`config.mk`:
```
export PLATFORM = sky130hd
export DESIGN_NAME = rst_supervisor
export DESIGN_NICKNAME = d
export VERILOG_FILES = /design/src/rtl/rsv_pkg.sv /design/src/rtl/rsv_sync.sv /design/src/rtl/rsv_tick.sv /design/src/rtl/rsv_hold.sv /design/src/rtl/rsv_fsm.sv /design/src/rtl/rst_supervisor.sv
export SDC_FILE = /design/constraint.sdc
export NUM_CORES = 1
export LEC_CHECK = 0
export BUFFER_PORTS_ARGS = -buffer_cell sky130_fd_sc_hd__buf_4
export CORE_ASPECT_RATIO = 1.75
export CORE_MARGIN = 5
export CORE_UTILIZATION = 30
export DETAILED_ROUTE_END_ITERATION = 10
export GPL_ROUTABILITY_DRIVEN = 0
export PLACE_DENSITY = 0.57
export SLEW_MARGIN = 20
export SYNTH_ARGS = -nofsm -noshare
export SYNTH_HDL_FRONTEND = slang
export SYNTH_SLANG_ARGS = --single-unit
export TNS_END_PERCENT = 5
```
`constraint.sdc`:
```
create_clock -name clk -period 3.4 [get_ports clk]
set_input_delay 0.17 -clock clk [delete_from_list [all_inputs] [get_ports clk]]
set_output_delay 0.17 -clock clk [all_outputs]
set_load 0.01 [all_outputs]
```
`src/rtl/rsv_pkg.sv`:
```
package rsv_pkg;
  typedef enum logic [2:0] {
    ST_IDLE  = 3'd0,
    ST_PFAIL = 3'd1,
    ST_PWRUP = 3'd2,
    ST_DEBNC = 3'd3,
    ST_WREL  = 3'd4,
    ST_PULSE = 3'd5
  } rsv_state_e;
endpackage

```
`src/rtl/rsv_sync.sv`:
```
module rsv_sync #(
  parameter int STAGES = 2
) (
  input  logic clk,
  input  logic rst_n,
  input  logic d_i,
  output logic q_o
);
  logic [STAGES-1:0] sh_q;
  logic [STAGES-1:0] sh_d;

  always_comb begin
    sh_d = {sh_q[STAGES-2:0], d_i};
  end

  // the net idles high, so the chain resets to ones
  always_ff @(posedge clk or negedge rst_n) begin
    if (!rst_n) sh_q <= '1;
    else        sh_q <= sh_d;
  end

  assign q_o = sh_q[STAGES-1];
endmodule

```
`src/rtl/rsv_tick.sv`:
```
module rsv_tick #(
  parameter int DIV = 4
) (
  input  logic clk,
  input  logic rst_n,
  input  logic clr_i,
  output logic tick_o
);
  localparam int CW = (DIV > 1) ? $clog2(DIV) : 1;

  logic [CW-1:0] cnt_q;
  logic [CW-1:0] cnt_d;
  logic          wrap;

  assign wrap   = (cnt_q == CW'(DIV - 1));
  assign tick_o = wrap;

  always_comb begin
    cnt_d = cnt_q;
    if (clr_i)     cnt_d = '0;
    else if (wrap) cnt_d = '0;
    else           cnt_d = cnt_q + 1'b1;
  end

  always_ff @(posedge clk or negedge rst_n) begin
    if (!rst_n) cnt_q <= '0;
    else        cnt_q <= cnt_d;
  end
endmodule

```
`src/rtl/rsv_hold.sv`:
```
module rsv_hold #(
  parameter int TICKS = 10
) (
  input  logic clk,
  input  logic rst_n,
  input  logic clr_i,
  input  logic tick_i,
  output logic done_o
);
  localparam int TW = $clog2(TICKS + 1);

  logic [TW-1:0] cnt_q;
  logic [TW-1:0] cnt_d;
  logic          cnt_en;

  assign done_o = (cnt_q == TW'(TICKS));
  assign cnt_en = tick_i && !done_o;

  always_comb begin
    cnt_d = cnt_q;
    if (clr_i)       cnt_d = '0;
    else if (cnt_en) cnt_d = cnt_q + 1'b1;
  end

  always_ff @(posedge clk or negedge rst_n) begin
    if (!rst_n) cnt_q <= '0;
    else        cnt_q <= cnt_d;
  end
endmodule

```
`src/rtl/rsv_fsm.sv`:
```
module rsv_fsm
  import rsv_pkg::*;
#(
  parameter int SYNC_STAGES = 2
) (
  input  logic clk,
  input  logic rst_n,
  input  logic pwr_fail_i,
  input  logic osc_wait_i,
  input  logic ext_req_i,
  input  logic line_s_i,
  input  logic done_i,
  output logic timer_clr_o,
  output logic pull_low_o,
  output logic rst_active_o
);
  // cycles the synchronised net needs to show the level once the pull is off
  localparam int SETTLE = SYNC_STAGES + 2;
  localparam int SW     = $clog2(SETTLE + 1);

  rsv_state_e    st_q, st_d;
  logic          prev_q;
  logic          fall;
  logic [SW-1:0] settle_q, settle_d;
  logic          settled;

  assign fall    = prev_q && !line_s_i;
  assign settled = (settle_q == SW'(SETTLE));

  always_comb begin
    st_d = st_q;
    unique case (st_q)
      ST_IDLE: begin
        if (fall)           st_d = ST_DEBNC;
        else if (ext_req_i) st_d = ST_PULSE;
      end
      ST_PFAIL: st_d = ST_PWRUP;
      ST_PWRUP: if (done_i && !osc_wait_i) st_d = ST_IDLE;
      ST_DEBNC: if (done_i) st_d = ST_WREL;
      ST_WREL:  if (settled && line_s_i) st_d = ST_PULSE;
      ST_PULSE: if (done_i) st_d = ST_IDLE;
      default:  st_d = ST_PWRUP;
    endcase
    if (pwr_fail_i) st_d = ST_PFAIL;
  end

  always_comb begin
    settle_d = '0;
    if (st_q == ST_WREL) settle_d = settled ? settle_q : settle_q + 1'b1;
  end

  assign timer_clr_o  = (st_d != st_q) || ((st_q == ST_PWRUP) && osc_wait_i);
  assign pull_low_o   = (st_q == ST_PFAIL) || (st_q == ST_PWRUP) ||
                        (st_q == ST_DEBNC) || (st_q == ST_PULSE);
  assign rst_active_o = (st_q != ST_IDLE);

  always_ff @(posedge clk or negedge rst_n) begin
    if (!rst_n) begin
      st_q     <= ST_PWRUP;
      prev_q   <= 1'b1;
      settle_q <= '0;
    end else begin
      st_q     <= st_d;
      prev_q   <= line_s_i;
      settle_q <= settle_d;
    end
  end
endmodule

```
`src/rtl/rst_supervisor.sv`:
```
module rst_supervisor #(
  parameter int TICK_DIV    = 4,
  parameter int HOLD_TICKS  = 10,
  parameter int SYNC_STAGES = 2
) (
  input  logic clk,
  input  logic rst_n,
  input  logic pwr_fail_i,
  input  logic osc_wait_i,
  input  logic ext_req_i,
  input  logic line_i,
  output logic pull_low_o,
  output logic rst_active_o
);
  logic line_s;
  logic timer_clr;
  logic tick;
  logic done;

  rsv_sync #(.STAGES(SYNC_STAGES)) u_sync (
    .clk(clk), .rst_n(rst_n), .d_i(line_i), .q_o(line_s)
  );

  rsv_tick #(.DIV(TICK_DIV)) u_tick (
    .clk(clk), .rst_n(rst_n), .clr_i(timer_clr), .tick_o(tick)
  );

  rsv_hold #(.TICKS(HOLD_TICKS)) u_hold (
    .clk(clk), .rst_n(rst_n), .clr_i(timer_clr), .tick_i(tick), .done_o(done)
  );

  rsv_fsm #(.SYNC_STAGES(SYNC_STAGES)) u_fsm (
    .clk(clk), .rst_n(rst_n),
    .pwr_fail_i(pwr_fail_i), .osc_wait_i(osc_wait_i), .ext_req_i(ext_req_i),
    .line_s_i(line_s), .done_i(done),
    .timer_clr_o(timer_clr), .pull_low_o(pull_low_o), .rst_active_o(rst_active_o)
  );
endmodule

```
After elaboration in Yosys (flattened, before gate mapping)
Cells that the tools add are included.
{ "word_totals": {"wordCells": 48, "in_bits": 6, "reg_bits": 15} }
{ "classes": {"reduce_logical": 15, "n_addsub": 3, "muxes": 14, "eq_ne": 10} }
{ "op_table": {"columns": ["op", "n"], "rows": [
  ["2-to-1 mux 3 bit", 9],
  ["one-hot mux 3 bit (5 select lines)", 1],
  ["equality test 3 bit, second input constant", 3],
  ["2-to-1 mux 4 bit", 2],
  ["equality test 3 x 2 -> 1 bit, second input constant", 2],
  ["logical AND 1 bit", 5],
  ["adder 4 x 1 -> 4 bit, second input constant", 1],
  ["equality test 4 bit, second input constant", 1],
  ["logical OR 1 bit", 4],
  ["2-to-1 mux 2 bit", 2],
  ["adder 3 x 1 -> 3 bit, second input constant", 1],
  ["equality test 3 x 1 -> 1 bit, second input constant", 1],
  ["zero test 1 bit", 3],
  ["zero test 3 bit", 1],
  ["!= test 3 bit", 1],
  ["nonzero test 3 bit", 1],
  ["adder 2 x 1 -> 2 bit, second input constant", 1],
  ["equality test 2 bit, second input constant", 1],
  ["!= test 2 bit, second input constant", 1],
  ["nonzero test 2 bit", 1]
]} }

Longest topological paths before layout
{ "logic_depth": {"ltp_word": 8, "ltp_mapped": 6} }

By module
From an unflattened synthesis, not the netlist that was laid out.
{ "hier_totals": {"cells_unflattened": 88, "area_unflattened_um2": 843.3} }
{ "modules_own_cells": {"columns": ["module", "cells_per_inst", "n_inst", "area_per_inst_um2", "seq_area_each_um2"], "rows": [
  ["rsv_fsm", 58, 1, 480.5, 177.7],
  ["rsv_hold", 23, 1, 231.5, 100.1],
  ["rsv_tick", 5, 1, 78.8, 50.0],
  ["rsv_sync", 2, 1, 52.6, 52.6]
]} }

Worst setup path after synthesis
Ideal clock, no wire load.
{ "synth_timing": {"kind": "reg2reg", "startpoint": "register u_hold.cnt_q[0]", "endpoint": "register u_tick.cnt_q[0]", "setup_slack_ns": 1.888, "t_arrival_ns": 1.417, "path_stages_with_launch": 7, "n_path_buf": 0, "t_required_ns": 3.304, "cell_sequence": "dfrtp_1 inv_1 ha_1 and3b_4 nor4b_4 o32ai_2 nor4_2"} }
{ "synth_via": {"elab_chain_len": 8, "elab_cells_between_ends": 10, "classes_between": "2 x eq/ne; 6 x mux; 2 x reduce/logical"} }
{ "synth_rtl": {"columns": ["item", "line", "rtl"], "rows": [
  ["start, declared", "rsv_hold.sv:12", "logic [TW-1:0] cnt_q;"],
  ["start signal, assigned", "rsv_hold.sv:27", "else cnt_q <= cnt_d;"],
  ["equality test 4 bit *", "rsv_hold.sv:16", "assign done_o = (cnt_q == TW'(TICKS));"],
  ["logical AND 1 bit", "rsv_fsm.sv:38", "ST_PWRUP: if (done_i && !osc_wait_i) st_d = ST_IDLE;"],
  ["2-to-1 mux 3 bit", "rsv_fsm.sv:38", null],
  ["one-hot mux 3 bit (5 select lines) *", "rsv_fsm.sv:32", "unique case (st_q)"],
  ["2-to-1 mux 3 bit *", "rsv_fsm.sv:44", "if (pwr_fail_i) st_d = ST_PFAIL;"],
  ["!= test 3 bit *", "rsv_fsm.sv:52", "assign timer_clr_o = (st_d != st_q) || ((st_q == ST_PWRUP) && osc_wait_i);"],
  ["logical OR 1 bit *", "rsv_fsm.sv:52", null],
  ["2-to-1 mux 2 bit *", "rsv_tick.sv:20", "if (clr_i) cnt_d = '0;"],
  ["net u_tick.cnt_d[0]", "rsv_tick.sv:12", "logic [CW-1:0] cnt_d;"],
  ["end signal, assigned", "rsv_tick.sv:27", "else cnt_q <= cnt_d;"],
  ["end, declared", "rsv_tick.sv:11", "logic [CW-1:0] cnt_q;"]
]} }
The timed path passes the listed nets; every way through them passes the cells marked *.
A chain may end at the register's enable or synchronous reset.

Worst setup path in the final report
Ends and elaborated chain as after synthesis.

==> metrics.md <==
| Metric | Value |
|---|---|
| Iter 0 DRT Violations | `21` |
| Clock Path Buffers | `2` |
| Avg Inst Size Synth | `10.30 µm²` |
| Syn Nets | `97` |
| 1st-pass router iterations | `4` |
| CTS sink count | `15` |
| Synth unique cells | `36` |
| Slew margin rel. | `69.00%` |
| Pre-CTS WS | `1705 ps` |
| Setup crit end kind | `flip-flop` |
| WP data arrival | `between 1500 and 2000 ps` |
| Pwr/cell area | `445.4 nW/µm²` |
| Worst hold path type | `in2reg` |
| Inserted Clock Buffers | `3` |
| Via Count | `about 660` |
| Final setup vio count | `0` |
| Max frequency | `a little under 0.6 GHz` |
| Port Buf Inserts | `7` |
| Mapped Cells | `86` |
| Leak | `0.4062 nW` |
| CTS tree | `done` |
| Hold Path Origin | `line_i` |
| Final Max Slew Viols | `0` |
| Post-layout util | `between 30% and 40%` |
| Hpwl dp | `around 1300 µm` |
| Worst-Margin Slew | `around 460 ps` |
| Routed wire per std cell | `roughly 14 µm` |
| Sequential share of the synthesized area | `42.94%` |
| Mapped cell area | `a little under 900 µm²` |
| Cell Rows | `26` |
| RSZ-0062 raised after global routing | `false` |
| WP data required | `3550 ps` |
| Yosys top cell by area | `dfrtp_1` |
| Synthesis-to-finish area growth | `12.15%` |
| Post-synth top area share | `31.07%` |
| # diodes | `0` |
| I/O pin count | `8` |
| Die height | `81.89 µm` |
| Max Cap Viol | `0` |
| Largest net degree at the start of global routing | `16` |
| Gr ovfl total | `0` |
| Number of H-tree levels | `1` |
| Die width | `approximately 51 µm` |
| Yosys reg bits | `15` |
| All-Layer GR Usage | `9.560%` |
| Hold Buf Count CTS | `1` |
| Post-route setup TNS | `0 ps` |
| Fraction of layout cells with a size suffix above 1 | `23.40%` |
| Root buffer cell | `clkbuf_8` |
| Crit Path Category | `reg2reg` |
| Top cells by area, synth | `dfrtp_1 31%, dfstp_2 12%, ha_1 7.1%, a21oi_1 3.4%, nor3_1 3.4%` |
| DRC | `0` |
| Worst-path maximum fanout | `6` |
| Vias in the first global route | `713` |
| Setup Buffers After CTS | `0` |
| Share of the clock period used by the worst path | `between 40% and 50%` |
| Crit path launch | `u_hold.cnt_q[0]` |
| Core area | `2895 µm²` |
| First-pass GRT wire length | `2994 µm` |
| Final-report hold violation count | `0` |
| R2R Setup Slk | `1710 ps` |
| Initial Utilization | `30.60%` |
| Cell Area, Placed | `938.4 µm²` |
| Fillers | `293` |
| Worst VDD drop | `roughly 0.18 mV` |
| FF-to-FF Start | `u_hold.cnt_q[0]` |
| Final worst slack | `1714 ps` |
| Storage cell area | `roughly 380 µm²` |
| Die area | `4182 µm²` |
| Final instance area | `993.5 µm²` |
| Fin nets | `roughly 110` |
| Clock-pin slew on the worst setup and hold paths | `around 60 ps` |
| Clk Latency, worst-skew pair | `240 ps` |
| Setup crit start kind | `flip-flop` |
| Post-layout minimum cycle time | `between 1500 and 2000 ps` |
| PostCTS Resize Cnt | `0` |
| Warnings from Yosys | `0` |
| Total power | `0.4425 mW` |
| Multi-input gate area | `between 400 and 500 µm²` |
| Final wirelength | `approximately 1700 µm` |
| Initial antenna violation count | `0` |
| Via/cell ratio | `5.426` |
| Antenna Violating Nets Remaining | `0` |
| Status | `finished, final reports clean` |
| Worst Clk Skew | `2.066 ps` |
[layer usage]
| metal | vias up | routed length (µm) | GRT usage [%] |
|---|---|---|---|
| met3 | 4 | 95 | 2.722 |
| li1 | 319 | - | - |
| met4 | 0 | 38 | 5.660 |
| met1 | 322 | 665 | 8.774 |
| met5 | - | 0 | 0 |
| met2 | 17 | 865 | 18.09 |
[kinds of logic after synthesis]
group / count (synthesis) / share of synthesized area, %
AO/OA/AOI/OAI: 15 / 12.15
XOR/XNOR: 4 / 3.956
adder cells (fa/ha/maj): 5 / 7.062
buffers and inverters: 8 / 5.649
flip-flops: 15 / 42.94
multiplexers: 1 / 1.130
AND/OR/NAND/NOR: 38 / 27.12
[synth_stat cells]
| master | instances |
|---|---|
| dfrtp_1 | 11 |
| nand2_1 | 7 |
| nor2_1 | 7 |
| a21oi_1 | 6 |
| nor3_1 | 6 |
| ha_1 | 5 |
| dfstp_2 | 4 |
| inv_1 | 4 |
| nor3b_1 | 3 |
| buf_6 | 2 |
| nand2b_1 | 2 |
| nand3_1 | 2 |
| o31ai_1 | 2 |
| xnor2_1 | 2 |
| xor2_1 | 2 |
| a22oi_1 | 1 |
| a311o_1 | 1 |
| and2b_2 | 1 |
| and2b_4 | 1 |
| and3b_4 | 1 |
| buf_2 | 1 |
| buf_4 | 1 |
| mux2i_1 | 1 |
| nand3b_1 | 1 |
| nand4_1 | 1 |
| nor2b_1 | 1 |
| nor4_2 | 1 |
| nor4b_4 | 1 |
| o21ai_0 | 1 |
| o22ai_1 | 1 |
| o311ai_1 | 1 |
| o32ai_1 | 1 |
| o32ai_2 | 1 |
| or2b_1 | 1 |
| or2b_2 | 1 |
| or3b_2 | 1 |
[area by class of cell]
type / count / area share (%)
Inverter: 4 / 1.511
Tap cell: 28 / 3.526
Sequential cell: 15 / 38.29
Multi-Input combinational cell: 63 / 45.84
Timing Repair Buffer: 8 / 6.297
Clock buffer: 4 / 4.534
[where the power goes]
| group | internal (mW) | switching (mW) |
|---|---|---|
| Sequential | 0.195 | 0.0180 |
| Combinational | 0.0438 | 0.0443 |
| Clock | 0.0829 | 0.0582 |
[final timing paths]
path | cells past startpoint | end
worst max-delay path | 6 | u_tick.cnt_q[0]
worst min-delay path | 1 | u_sync.sh_q[0]
worst max register to register | 6 | u_tick.cnt_q[0]
worst min register to register | 0 | u_sync.sh_q[1]
max in group asynchronous | 2 | u_fsm.prev_q
min in group asynchronous | 2 | u_fsm.st_q[0]
[metrics by stage]
step / hold WS (ps) / instances
floorplan: -125.6 / 86
detailed placement: 36.36 / 117
global placement: 34.21 / 117
global route: 17.29 / 122
finish: 29.48 / 122
CTS: 23.18 / 122
[sequential cells by signal (all words and copies together) (netlist names)]
signal          count
u_fsm.prev_q        1
u_fsm.settle_q      3
u_fsm.st_q          3
u_hold.cnt_q        4
u_sync.sh_q         2
u_tick.cnt_q        2
[cells in the final DEF (no fill, tap or decap), drive strengths merged, types with 3 or more instances in the layout]
cell     n
inv      4
nor2     7
buf      7
nor3     6
dfrtp   11
nand2    7
nor3b    3
a21oi    6
ha       5
clkbuf   4
dfstp    4
[critical path: stages (launching register included)]
cell and delay (ps):
dfrtp_1 370, inv_1 80, ha_1 210, and3b_4 220, nor4b_4 270, o32ai_2 170
nor4_2 250
(Power assumes the default switching activity.)
